$ cat config.mk
export PLATFORM = sky130hd
export DESIGN_NAME = rxd_ring_dma
export DESIGN_NICKNAME = d
export VERILOG_FILES = /design/src/rtl/rxd_pkg.sv /design/src/rtl/rxd_packer.sv /design/src/rtl/rxd_ctrl.sv /design/src/rtl/rxd_ring_dma.sv
export SDC_FILE = /design/constraint.sdc
export NUM_CORES = 1
export LEC_CHECK = 0
export BUFFER_PORTS_ARGS = -buffer_cell sky130_fd_sc_hd__buf_4
export CAP_MARGIN = 0
export CORE_MARGIN = 2
export CORE_UTILIZATION = 44
export CTS_CLUSTER_DIAMETER = 200
export CTS_CLUSTER_SIZE = 30
export DETAILED_ROUTE_END_ITERATION = 16
export PLACE_DENSITY = 0.63
export SYNTH_ARGS = -nofsm -noshare
export SYNTH_HDL_FRONTEND = slang
export SYNTH_SLANG_ARGS = --single-unit
$ cat constraint.sdc
create_clock -name clk -period 15.2 [get_ports clk]
set_input_delay 1.52 -clock clk [delete_from_list [all_inputs] [get_ports clk]]
set_output_delay 1.52 -clock clk [all_outputs]
set_load 0.005 [all_outputs]
$ cat src/rtl/rxd_pkg.sv
package rxd_pkg;
  localparam int WORD_W = 32;
  localparam int LANES  = WORD_W / 8;

  // descriptor word byte offsets (fetch order matters)
  localparam int OFS_PARAM = 0;
  localparam int OFS_LINK  = 4;
  localparam int OFS_BUF   = 8;
  localparam int OFS_STAT  = 12;

  // parameter word fields
  localparam int P_HOLD   = 31;
  localparam int P_SKIP_H = 28;
  localparam int P_SKIP_L = 26;

  // status word fields
  localparam int S_DONE = 31;
  localparam int S_FIRST = 30;
  localparam int S_LAST = 29;

  typedef enum logic [3:0] {
    ST_IDLE,
    ST_DESC,
    ST_RD_PARAM,
    ST_RD_LINK,
    ST_RD_BUF,
    ST_RD_STAT,
    ST_WAIT_SOP,
    ST_RECV,
    ST_FLUSH,
    ST_WR_DATA,
    ST_WR_STAT
  } eng_state_t;
endpackage

$ cat src/rtl/rxd_packer.sv
module rxd_packer
  import rxd_pkg::*;
#(
  parameter int SIZE_W = 22
) (
  input  logic              clk,
  input  logic              rst_n,
  input  logic              clr_i,
  input  logic              take_i,
  input  logic              drain_i,
  input  logic [7:0]        byte_i,
  input  logic [SIZE_W-1:0] limit_i,
  output logic [WORD_W-1:0] word_o,
  output logic [LANES-1:0]  be_o,
  output logic              full_o,
  output logic [SIZE_W-1:0] count_o,
  output logic              trunc_o
);
  localparam int LANE_W = $clog2(LANES);

  logic [WORD_W-1:0] word_q, word_d;
  logic [LANES-1:0]  be_q, be_d;
  logic [LANE_W-1:0] lane_q, lane_d;
  logic [SIZE_W-1:0] count_q, count_d;
  logic              trunc_q, trunc_d;
  logic              upd_en;
  logic [LANES-1:0]  lane_hit;
  logic              room;

  for (genvar g = 0; g < LANES; g++) begin : g_lane
    assign lane_hit[g] = (lane_q == LANE_W'(g));
  end

  assign room   = (count_q < limit_i);
  assign upd_en = clr_i | drain_i | take_i;

  always_comb begin
    word_d  = word_q;
    be_d    = be_q;
    lane_d  = lane_q;
    count_d = count_q;
    trunc_d = trunc_q;
    if (clr_i) begin
      word_d  = '0;
      be_d    = '0;
      lane_d  = '0;
      count_d = '0;
      trunc_d = 1'b0;
    end else begin
      if (drain_i) begin
        word_d = '0;
        be_d   = '0;
        lane_d = '0;
      end
      if (take_i) begin
        if (room) begin
          for (int l = 0; l < LANES; l++) begin
            if (lane_hit[l]) begin
              word_d[l*8 +: 8] = byte_i;
              be_d[l]          = 1'b1;
            end
          end
          lane_d  = lane_q + 1'b1;
          count_d = count_q + 1'b1;
        end else begin
          trunc_d = 1'b1;
        end
      end
    end
  end

  always_ff @(posedge clk or negedge rst_n) begin
    if (!rst_n) begin
      word_q  <= '0;
      be_q    <= '0;
      lane_q  <= '0;
      count_q <= '0;
      trunc_q <= 1'b0;
    end else if (upd_en) begin
      word_q  <= word_d;
      be_q    <= be_d;
      lane_q  <= lane_d;
      count_q <= count_d;
      trunc_q <= trunc_d;
    end
  end

  assign word_o  = word_q;
  assign be_o    = be_q;
  assign full_o  = &be_q;
  assign count_o = count_q;
  assign trunc_o = trunc_q;
endmodule

$ cat src/rtl/rxd_ctrl.sv
module rxd_ctrl
  import rxd_pkg::*;
#(
  parameter int AW     = 32,
  parameter int SIZE_W = 22,
  parameter int CNT_W  = 17
) (
  input  logic              clk,
  input  logic              rst_n,
  input  logic              enable_i,
  input  logic [AW-1:0]     base_i,
  output logic              mem_req_o,
  output logic              mem_we_o,
  output logic [AW-1:0]     mem_addr_o,
  output logic [WORD_W-1:0] mem_wdata_o,
  output logic [LANES-1:0]  mem_be_o,
  input  logic              mem_gnt_i,
  input  logic              mem_rvalid_i,
  input  logic [WORD_W-1:0] mem_rdata_i,
  input  logic              in_valid_i,
  input  logic              in_sop_i,
  input  logic              in_eop_i,
  output logic              in_ready_o,
  output logic              clr_o,
  output logic              take_o,
  output logic              drain_o,
  output logic [SIZE_W-1:0] limit_o,
  input  logic [WORD_W-1:0] word_i,
  input  logic [LANES-1:0]  be_i,
  input  logic              full_i,
  input  logic [SIZE_W-1:0] count_i,
  input  logic              trunc_i
);
  localparam int SKIP_W = P_SKIP_H - P_SKIP_L + 1;

  eng_state_t        state_q, state_d;
  logic              rd_wait_q, rd_wait_d;
  logic              en_q;
  logic [AW-1:0]     cur_q, cur_d;
  logic [AW-1:0]     link_q, link_d;
  logic [AW-1:0]     wptr_q, wptr_d;
  logic [SIZE_W-1:0] limit_q, limit_d;
  logic [SKIP_W-1:0] skip_q, skip_d;
  logic              last_q, last_d;
  logic              rd_state, rd_done;
  logic [WORD_W-1:0] stat_word;
  logic              unused_cnt_hi;

  assign unused_cnt_hi = ^count_i[SIZE_W-1:CNT_W];

  assign rd_state = (state_q == ST_RD_PARAM) || (state_q == ST_RD_LINK) ||
                    (state_q == ST_RD_BUF)   || (state_q == ST_RD_STAT);
  assign rd_done  = rd_wait_q & mem_rvalid_i;

  always_comb begin
    stat_word              = '0;
    stat_word[S_DONE]      = 1'b1;
    stat_word[S_FIRST]     = 1'b1;
    stat_word[S_LAST]      = ~trunc_i;
    stat_word[CNT_W-1:0]   = count_i[CNT_W-1:0];
  end

  always_comb begin
    state_d    = state_q;
    rd_wait_d  = rd_wait_q;
    cur_d      = cur_q;
    link_d     = link_q;
    wptr_d     = wptr_q;
    limit_d    = limit_q;
    skip_d     = skip_q;
    last_d     = last_q;
    mem_req_o  = 1'b0;
    mem_we_o   = 1'b0;
    mem_addr_o = cur_q;
    mem_wdata_o = '0;
    mem_be_o   = '0;
    in_ready_o = 1'b0;
    clr_o      = 1'b0;
    take_o     = 1'b0;
    drain_o    = 1'b0;

    if (rd_state) begin
      mem_req_o = ~rd_wait_q;
      if (~rd_wait_q && mem_gnt_i) rd_wait_d = 1'b1;
      if (rd_done) rd_wait_d = 1'b0;
    end

    unique case (state_q)
      ST_IDLE: begin
        if (en_q) begin
          cur_d   = base_i;
          state_d = ST_DESC;
        end
      end
      ST_DESC: begin
        state_d = en_q ? ST_RD_PARAM : ST_IDLE;
      end
      ST_RD_PARAM: begin
        mem_addr_o = cur_q + AW'(OFS_PARAM);
        if (rd_done) begin
          if (mem_rdata_i[P_HOLD]) begin
            state_d = ST_DESC;
          end else begin
            limit_d = mem_rdata_i[SIZE_W-1:0];
            skip_d  = mem_rdata_i[P_SKIP_H:P_SKIP_L];
            state_d = ST_RD_LINK;
          end
        end
      end
      ST_RD_LINK: begin
        mem_addr_o = cur_q + AW'(OFS_LINK);
        if (rd_done) begin
          link_d  = mem_rdata_i[AW-1:0];
          state_d = ST_RD_BUF;
        end
      end
      ST_RD_BUF: begin
        mem_addr_o = cur_q + AW'(OFS_BUF);
        if (rd_done) begin
          wptr_d  = mem_rdata_i[AW-1:0] + AW'({skip_q, 2'b00});
          state_d = ST_RD_STAT;
        end
      end
      ST_RD_STAT: begin
        mem_addr_o = cur_q + AW'(OFS_STAT);
        if (rd_done) begin
          if (mem_rdata_i[S_DONE]) begin
            state_d = ST_DESC;
          end else begin
            clr_o   = 1'b1;
            last_d  = 1'b0;
            state_d = ST_WAIT_SOP;
          end
        end
      end
      ST_WAIT_SOP: begin
        in_ready_o = 1'b1;
        if (in_valid_i && in_sop_i) begin
          take_o = 1'b1;
          if (in_eop_i) begin
            last_d  = 1'b1;
            state_d = ST_FLUSH;
          end else begin
            state_d = ST_RECV;
          end
        end
      end
      ST_RECV: begin
        if (full_i) begin
          state_d = ST_WR_DATA;
        end else begin
          in_ready_o = 1'b1;
          if (in_valid_i) begin
            take_o = 1'b1;
            if (in_eop_i) begin
              last_d  = 1'b1;
              state_d = ST_FLUSH;
            end
          end
        end
      end
      ST_FLUSH: begin
        state_d = (be_i != '0) ? ST_WR_DATA : ST_WR_STAT;
      end
      ST_WR_DATA: begin
        mem_req_o   = 1'b1;
        mem_we_o    = 1'b1;
        mem_addr_o  = wptr_q;
        mem_wdata_o = word_i;
        mem_be_o    = be_i;
        if (mem_gnt_i) begin
          drain_o = 1'b1;
          wptr_d  = wptr_q + AW'(LANES);
          state_d = last_q ? ST_WR_STAT : ST_RECV;
        end
      end
      ST_WR_STAT: begin
        mem_req_o   = 1'b1;
        mem_we_o    = 1'b1;
        mem_addr_o  = cur_q + AW'(OFS_STAT);
        mem_wdata_o = stat_word;
        mem_be_o    = '1;
        if (mem_gnt_i) begin
          cur_d   = link_q;
          state_d = ST_DESC;
        end
      end
      default: state_d = ST_IDLE;
    endcase
  end

  always_ff @(posedge clk or negedge rst_n) begin
    if (!rst_n) begin
      state_q   <= ST_IDLE;
      rd_wait_q <= 1'b0;
      en_q      <= 1'b0;
      cur_q     <= '0;
      link_q    <= '0;
      wptr_q    <= '0;
      limit_q   <= '0;
      skip_q    <= '0;
      last_q    <= 1'b0;
    end else begin
      state_q   <= state_d;
      rd_wait_q <= rd_wait_d;
      en_q      <= enable_i;
      cur_q     <= cur_d;
      link_q    <= link_d;
      wptr_q    <= wptr_d;
      limit_q   <= limit_d;
      skip_q    <= skip_d;
      last_q    <= last_d;
    end
  end

  assign limit_o = limit_q;
endmodule

$ cat src/rtl/rxd_ring_dma.sv
module rxd_ring_dma
  import rxd_pkg::*;
#(
  parameter int AW     = 32,
  parameter int SIZE_W = 22,
  parameter int CNT_W  = 17
) (
  input  logic              clk,
  input  logic              rst_n,
  input  logic              enable,
  input  logic [AW-1:0]     ring_base,
  output logic              mem_req,
  output logic              mem_we,
  output logic [AW-1:0]     mem_addr,
  output logic [WORD_W-1:0] mem_wdata,
  output logic [LANES-1:0]  mem_be,
  input  logic              mem_gnt,
  input  logic              mem_rvalid,
  input  logic [WORD_W-1:0] mem_rdata,
  input  logic              in_valid,
  input  logic [7:0]        in_data,
  input  logic              in_sop,
  input  logic              in_eop,
  output logic              in_ready
);
  logic [1:0]        rst_sync_q;
  logic              rst_int_n;
  logic              clr, take, drain, full, trunc;
  logic [SIZE_W-1:0] limit, count;
  logic [WORD_W-1:0] word;
  logic [LANES-1:0]  be;

  always_ff @(posedge clk or negedge rst_n) begin
    if (!rst_n) rst_sync_q <= 2'b00;
    else        rst_sync_q <= {rst_sync_q[0], 1'b1};
  end
  assign rst_int_n = rst_sync_q[1];

  rxd_ctrl #(.AW(AW), .SIZE_W(SIZE_W), .CNT_W(CNT_W)) u_ctrl (
    .clk          (clk),
    .rst_n        (rst_int_n),
    .enable_i     (enable),
    .base_i       (ring_base),
    .mem_req_o    (mem_req),
    .mem_we_o     (mem_we),
    .mem_addr_o   (mem_addr),
    .mem_wdata_o  (mem_wdata),
    .mem_be_o     (mem_be),
    .mem_gnt_i    (mem_gnt),
    .mem_rvalid_i (mem_rvalid),
    .mem_rdata_i  (mem_rdata),
    .in_valid_i   (in_valid),
    .in_sop_i     (in_sop),
    .in_eop_i     (in_eop),
    .in_ready_o   (in_ready),
    .clr_o        (clr),
    .take_o       (take),
    .drain_o      (drain),
    .limit_o      (limit),
    .word_i       (word),
    .be_i         (be),
    .full_i       (full),
    .count_i      (count),
    .trunc_i      (trunc)
  );

  rxd_packer #(.SIZE_W(SIZE_W)) u_pack (
    .clk     (clk),
    .rst_n   (rst_int_n),
    .clr_i   (clr),
    .take_i  (take),
    .drain_i (drain),
    .byte_i  (in_data),
    .limit_i (limit),
    .word_o  (word),
    .be_o    (be),
    .full_o  (full),
    .count_o (count),
    .trunc_o (trunc)
  );
endmodule

# Yosys cells after proc, flatten, opt, wreduce, memory -nomap -nowiden
# Index checks and enable logic that the tools add are counted.
dict set report op_classes {
  n_div 0
  n_lt_le_gt_ge 1
  addsub 7
  n_reduce_logical 26
  mux 76
  mul 0
  n_shift 0
  n_bitwise 6
  eq_ne 27
}
# operator count
set op_table {}
lappend op_table {{32-bit 2-to-1 mux} 8}
lappend op_table {{32-bit case mux with 2 select lines} 3}
lappend op_table {{32-bit case mux with 4 select lines} 1}
lappend op_table {{4-bit 2-to-1 mux} 17}
lappend op_table {{22-bit 2-to-1 mux} 3}
lappend op_table {{32-bit by 3-bit adder with 32-bit output (second input constant)} 2}
lappend op_table {{32-bit by 4-bit adder with 32-bit output (second input constant)} 2}
lappend op_table {{4-bit case mux with 11 select lines} 1}
lappend op_table {{32-bit by 5-bit adder with 32-bit output} 1}
lappend op_table {{8-bit 2-to-1 mux} 4}
lappend op_table {{1-bit 2-to-1 mux} 27}
lappend op_table {{22-bit by 1-bit adder with 22-bit output (second input constant)} 1}
lappend op_table {{22-bit < comparator} 1}
lappend op_table {{4-bit by 3-bit equality test with 1-bit output (second input constant)} 4}
lappend op_table {{3-bit AND reduction} 5}
lappend op_table {{2-bit 2-to-1 mux} 7}
lappend op_table {{2-bit by 1-bit != test with 1-bit output (second input constant)} 7}
lappend op_table {{4-bit equality test (second input constant)} 3}
lappend op_table {{2-bit != test (second input constant)} 5}
lappend op_table {{10-bit AND reduction} 1}
lappend op_table {{2-bit nonzero test} 5}
lappend op_table {{4-bit by 2-bit equality test with 1-bit output (second input constant)} 2}
lappend op_table {{4-bit case mux with 2 select lines} 1}
lappend op_table {{3-bit != test (second input constant)} 2}
lappend op_table {{20 further kinds} 30}
dict set report totals {
  ram_bits 0
  out_inout_bits 71
  latch_bits 0
  wordCells 158
  in_bits 80
  ff_bits 191
  memories 0
  romBits 0
}

# Depth between registers and ports, before layout
dict set report logic_depth {
  ltp_word 7
  depth_mapped 14
  depth_no_buf 10
}

# Cells and area by module
# A second synthesis with hierarchy kept.
dict set report hier_totals {
  hier_cells 1338
  area_unflattened_um2 11995.3
}
# module area_per_inst_um2 instances cells_each seq_area_each_um2
set modules_own_cells {}
lappend modules_own_cells {rxd_ctrl 8510.7 1 984 3203.1}
lappend modules_own_cells {rxd_packer 3430.8 1 351 1526.5}
lappend modules_own_cells {rxd_ring_dma 53.8 1 3 50.0}

# Least setup slack after synthesis
# No wires, ideal clock.
dict set report synth_path {
  path_type {reg2out}
  startpoint {reg u_ctrl.state_q[0]}
  endpoint {out mem_addr[16]}
  arrival_ns 3.007
  path_stages_with_launch 14
  n_path_buf 3
  slack_ns 10.673
  t_required_ns 13.680
  cell_sequence {dfrtp_1 > buf_2 > nand2b_1 > or2_2 > clkbuf_1 > o21ai_0 > inv_1 > fa_1 > buf_4 > nor4_1 > nand3_1 > xnor2_1 > a222oi_1 > o21ai_0}
}
dict set report synth_via {
  elab_chain_len 3
  elab_cells_between_ends 7
  classes_between {eq/ne (5); mux (1); reduce/logical (1)}
}
# item line_no
set synth_lines {}
lappend synth_lines {{from (decl)} rxd_ctrl.sv:36} ;# eng_state_t state_q, state_d;
lappend synth_lines {{from (signal assigned)} rxd_ctrl.sv:204} ;# state_q <= state_d;
lappend synth_lines {{4-bit equality test / 4-bit by 3-bit equality test with 1-bit output (equally long branches)} rxd_ctrl.sv:88} ;# unique case (state_q)
lappend synth_lines {{2-bit OR reduction (no source line)} n/a}
lappend synth_lines {{32-bit case mux with 4 select lines *} rxd_ctrl.sv:88}
lappend synth_lines {{to (decl)} rxd_ring_dma.sv:14} ;# output logic [AW-1:0] mem_addr,
# Mark *: on every way between the ends. The rest lies on a longest branch, timed or not.

# Final worst setup path
dict set report layout_path {
  startpoint {reg u_ctrl.state_q[3]}
  endpoint {out mem_addr[16]}
}
# The elaborated chain is that of the path after synthesis.

==> qor.txt <==
CP max stage cell - dfrtp_1
status - finished clean
final non-filler cell area - 14400 um^2
Clock Path Buffers - 2
Crit path top cell by count - o21ai_0
crit path DAT - 4.73 ns
syn avg cell area - 8.99 um^2
drt first-iter violations - 975
clk root buf - clkbuf_16
wire per inst - 21.3 um
row cnt - 61
die area - 29700 um^2
final slew viol count - 0
CP cell instances - nand2b_1 > or2_2 > o21ai_0 > inv_1 > fa_1 > nor4_1 > nand3_1 > xnor2_1 > a222oi_1 > o21ai_0 > buf_4
Worst Setup End Kind - output pin
slowest stage delay, CP - 0.79 ns
drc violations - 0
Area after DPL - 13800 um^2
PwrDens - 162 nW/um^2
Final Hold Viols - 0
Antenna Cells - 0
flop and latch count out of synthesis - 191
FFs w/ async S/R, synth - 100%
Synth cell types - 89
buffer count from post-CTS setup fixing - 0
Fillers - 2620
core area - 27900 um^2
Critical Path Start - u_ctrl.state_q[3]
Sink Count - 191
worst slack at placement - 9.52 ns
H-Tree Depth - 4
CP Depth - 11
Hold Path Class - register to register
Setup-failing EPs final - 0
final WL - 39.7 mm
CP Class - register to output pin
1st-pass router iterations - 7
initial antenna violation count - 1
cells after synthesis - 1388
setup ws final - 8.95 ns
unrepaired setup endpoints after global routing - no
max-slew headroom at the worst pin - 15.5%
total number of vias - 11300
R2R Path End - u_ctrl.wptr_q[4]
worst path required time - 13.68 ns
delay-heaviest family, CP - simple AND/OR/NAND/NOR gates
maximum vdd drop - 65.6 uV
worst setup path end - mem_addr[16]
sequential share of the synthesized area - 38.3%
Detail Route Antenna Nets - 0
CP bufs+invs - 2
Achievable Freq - 160 MHz
Worst-Margin Slew - 1.27 ns
Worst Clk Skew - 0.0179 ns
GPL Wtd Cong - 0.903
Initial Util - 44.8%
most common cell in the synthesized netlist - nand2_1
Yosys warnings - 0
Worst R2R Setup Slack - 11.16 ns
top cells by count, synth - 226 x nand2_1, 191 x dfrtp_1, 91 x mux2i_1, 72 x o21ai_0, 71 x a21oi_1
clock latency on the worst-skew pair - 0.45 ns
number of port buffers - 150
Reg-to-Reg Start - u_ctrl.state_q[0]
first-pass GRT wire length - 62.2 mm
Post-synth EDFFs - 0
r2r worst-path depth - 7
Synth Flop Type - dfrtp_1
TritonCTS clock tree - built
GRT overflow - 0
Num CTS Buffers - 17
Max Cap Violations - 0
CP Launch Type - register
layout cell share with drive strength beyond 1 - 19.2%
CTS resizes - 0
synth top area cells - dfrtp_1 38%, mux2i_1 7.3%, nand2_1 6.8%
Mapped Nets - 1502
Final TNS setup - 0 ns
vias in the first global route - 10700
dpl hpwl - 28.7 mm
Layout area overhead - 15.4%
total global routing track utilization - 27.3%
Min Hold Slack - 0.354 ns
Vias/cell - 6.03
nets - 1589
cell taking the most area after synthesis - dfrtp_1
final worst path period share - 41.1%
largest net degree at the start of global routing - 72
crit path max fanout - 19
Cell Area, Synth - 12500 um^2
chip height - 172 um
top cell type's share of synthesized area - 38.3%
leakage power total - 6.41 nW
Die W - 172 um
hold buffers post-CTS - 0
Clock transition at path regs - 0.09 ns
Period minus WS final - 6.25 ns
I/O pin count - 151
-- placed cells by master (no fill, tap or decap), drive strengths merged, types with 22 or more instances in the layout --
cell type and n:
nand3 49, nand2 227, mux2 57, mux2i 91, dfrtp 191, xnor2 26, buf 163, a21oi 72
nand4 44, nor4 22, o21ai 75, nor2 62, ha 32, inv 49, nor3 28
-- worst min-delay path by stage --
stage,slack [ns],depth (start not counted),endpoint,from
finish,0.35,0,rst_sync_q[1],rst_sync_q[0]
floorplan,0.33,0,rst_sync_q[1],rst_sync_q[0]
global route,0.37,0,rst_sync_q[1],rst_sync_q[0]
detailed placement,0.34,0,rst_sync_q[1],rst_sync_q[0]
CTS,0.36,0,rst_sync_q[1],rst_sync_q[0]
global placement,0.34,0,rst_sync_q[1],rst_sync_q[0]
-- flip-flops by register name, summed over array words and instances (netlist names) --
register          cells
u_pack.count_o       22
u_pack.lane_q         2
u_ctrl.last_q         1
rst_sync_q            2
u_ctrl.limit_o       22
u_pack.trunc_o        1
u_ctrl.cur_q         32
u_ctrl.en_q           1
u_ctrl.skip_q         3
u_ctrl.link_q        32
u_ctrl.wptr_q        32
u_pack.word_o        32
u_pack.be_o           4
u_ctrl.state_q        4
u_ctrl.rd_wait_q      1
-- layer usage --
metal / routed length [um] / vias to the layer above / track usage [%]
li1: - / 5238 / -
met1: 17900 / 5489 / 38.9
met2: 18600 / 472 / 44.0
met3: 2460 / 53 / 3.75
met4: 686 / 0 / 6.72
met5: 0 / - / 0
-- logic make-up (layout without fill, tap and decap cells) --
kind of cell	after synthesis	after routing	share of synthesized area (%)
and+or+nand+nor	534	534	21.9
AOI/OAI and AO/OA	301	301	15.8
DFF	191	191	38.3
muxes	148	148	12.4
buffers and inverters	137	237	5.02
xor gates and xnor gates	42	42	2.95
adders and majority gates	34	34	3.53
other	1	1	0.0300
-- stage by stage --
stage                     utilization, %  std cells  power [W]
final                               51.7       1866    0.00234
after global routing                51.7       1866    0.00249
after CTS                           51.7       1866    0.00233
after detailed placement            49.4       1834    0.00185
after global placement              49.4       1834    0.00182
after floorplan                        -       1388    0.00149
-- power breakdown --
part | internal, W | switching [W] | leakage [nW]
Combinational | 0.000414 | 0.000506 | 3.64
Sequential | 0.000676 | 0.000260 | 2.46
Clock | 0.000231 | 0.000250 | 0.308
-- final cells by class --
type                    count  area (um^2)  share of cell area (%)
multi-input cells        1060         7120                    49.4
flip-flops and latches    191         4780                    33.2
repair buffers            163         1220                    8.50
well taps                 378          473                    3.28
clock buffers              17          425                    2.95
clock inverters            15          216                    1.50
inverters                  42          158                    1.09
(Power assumes the default switching activity.)
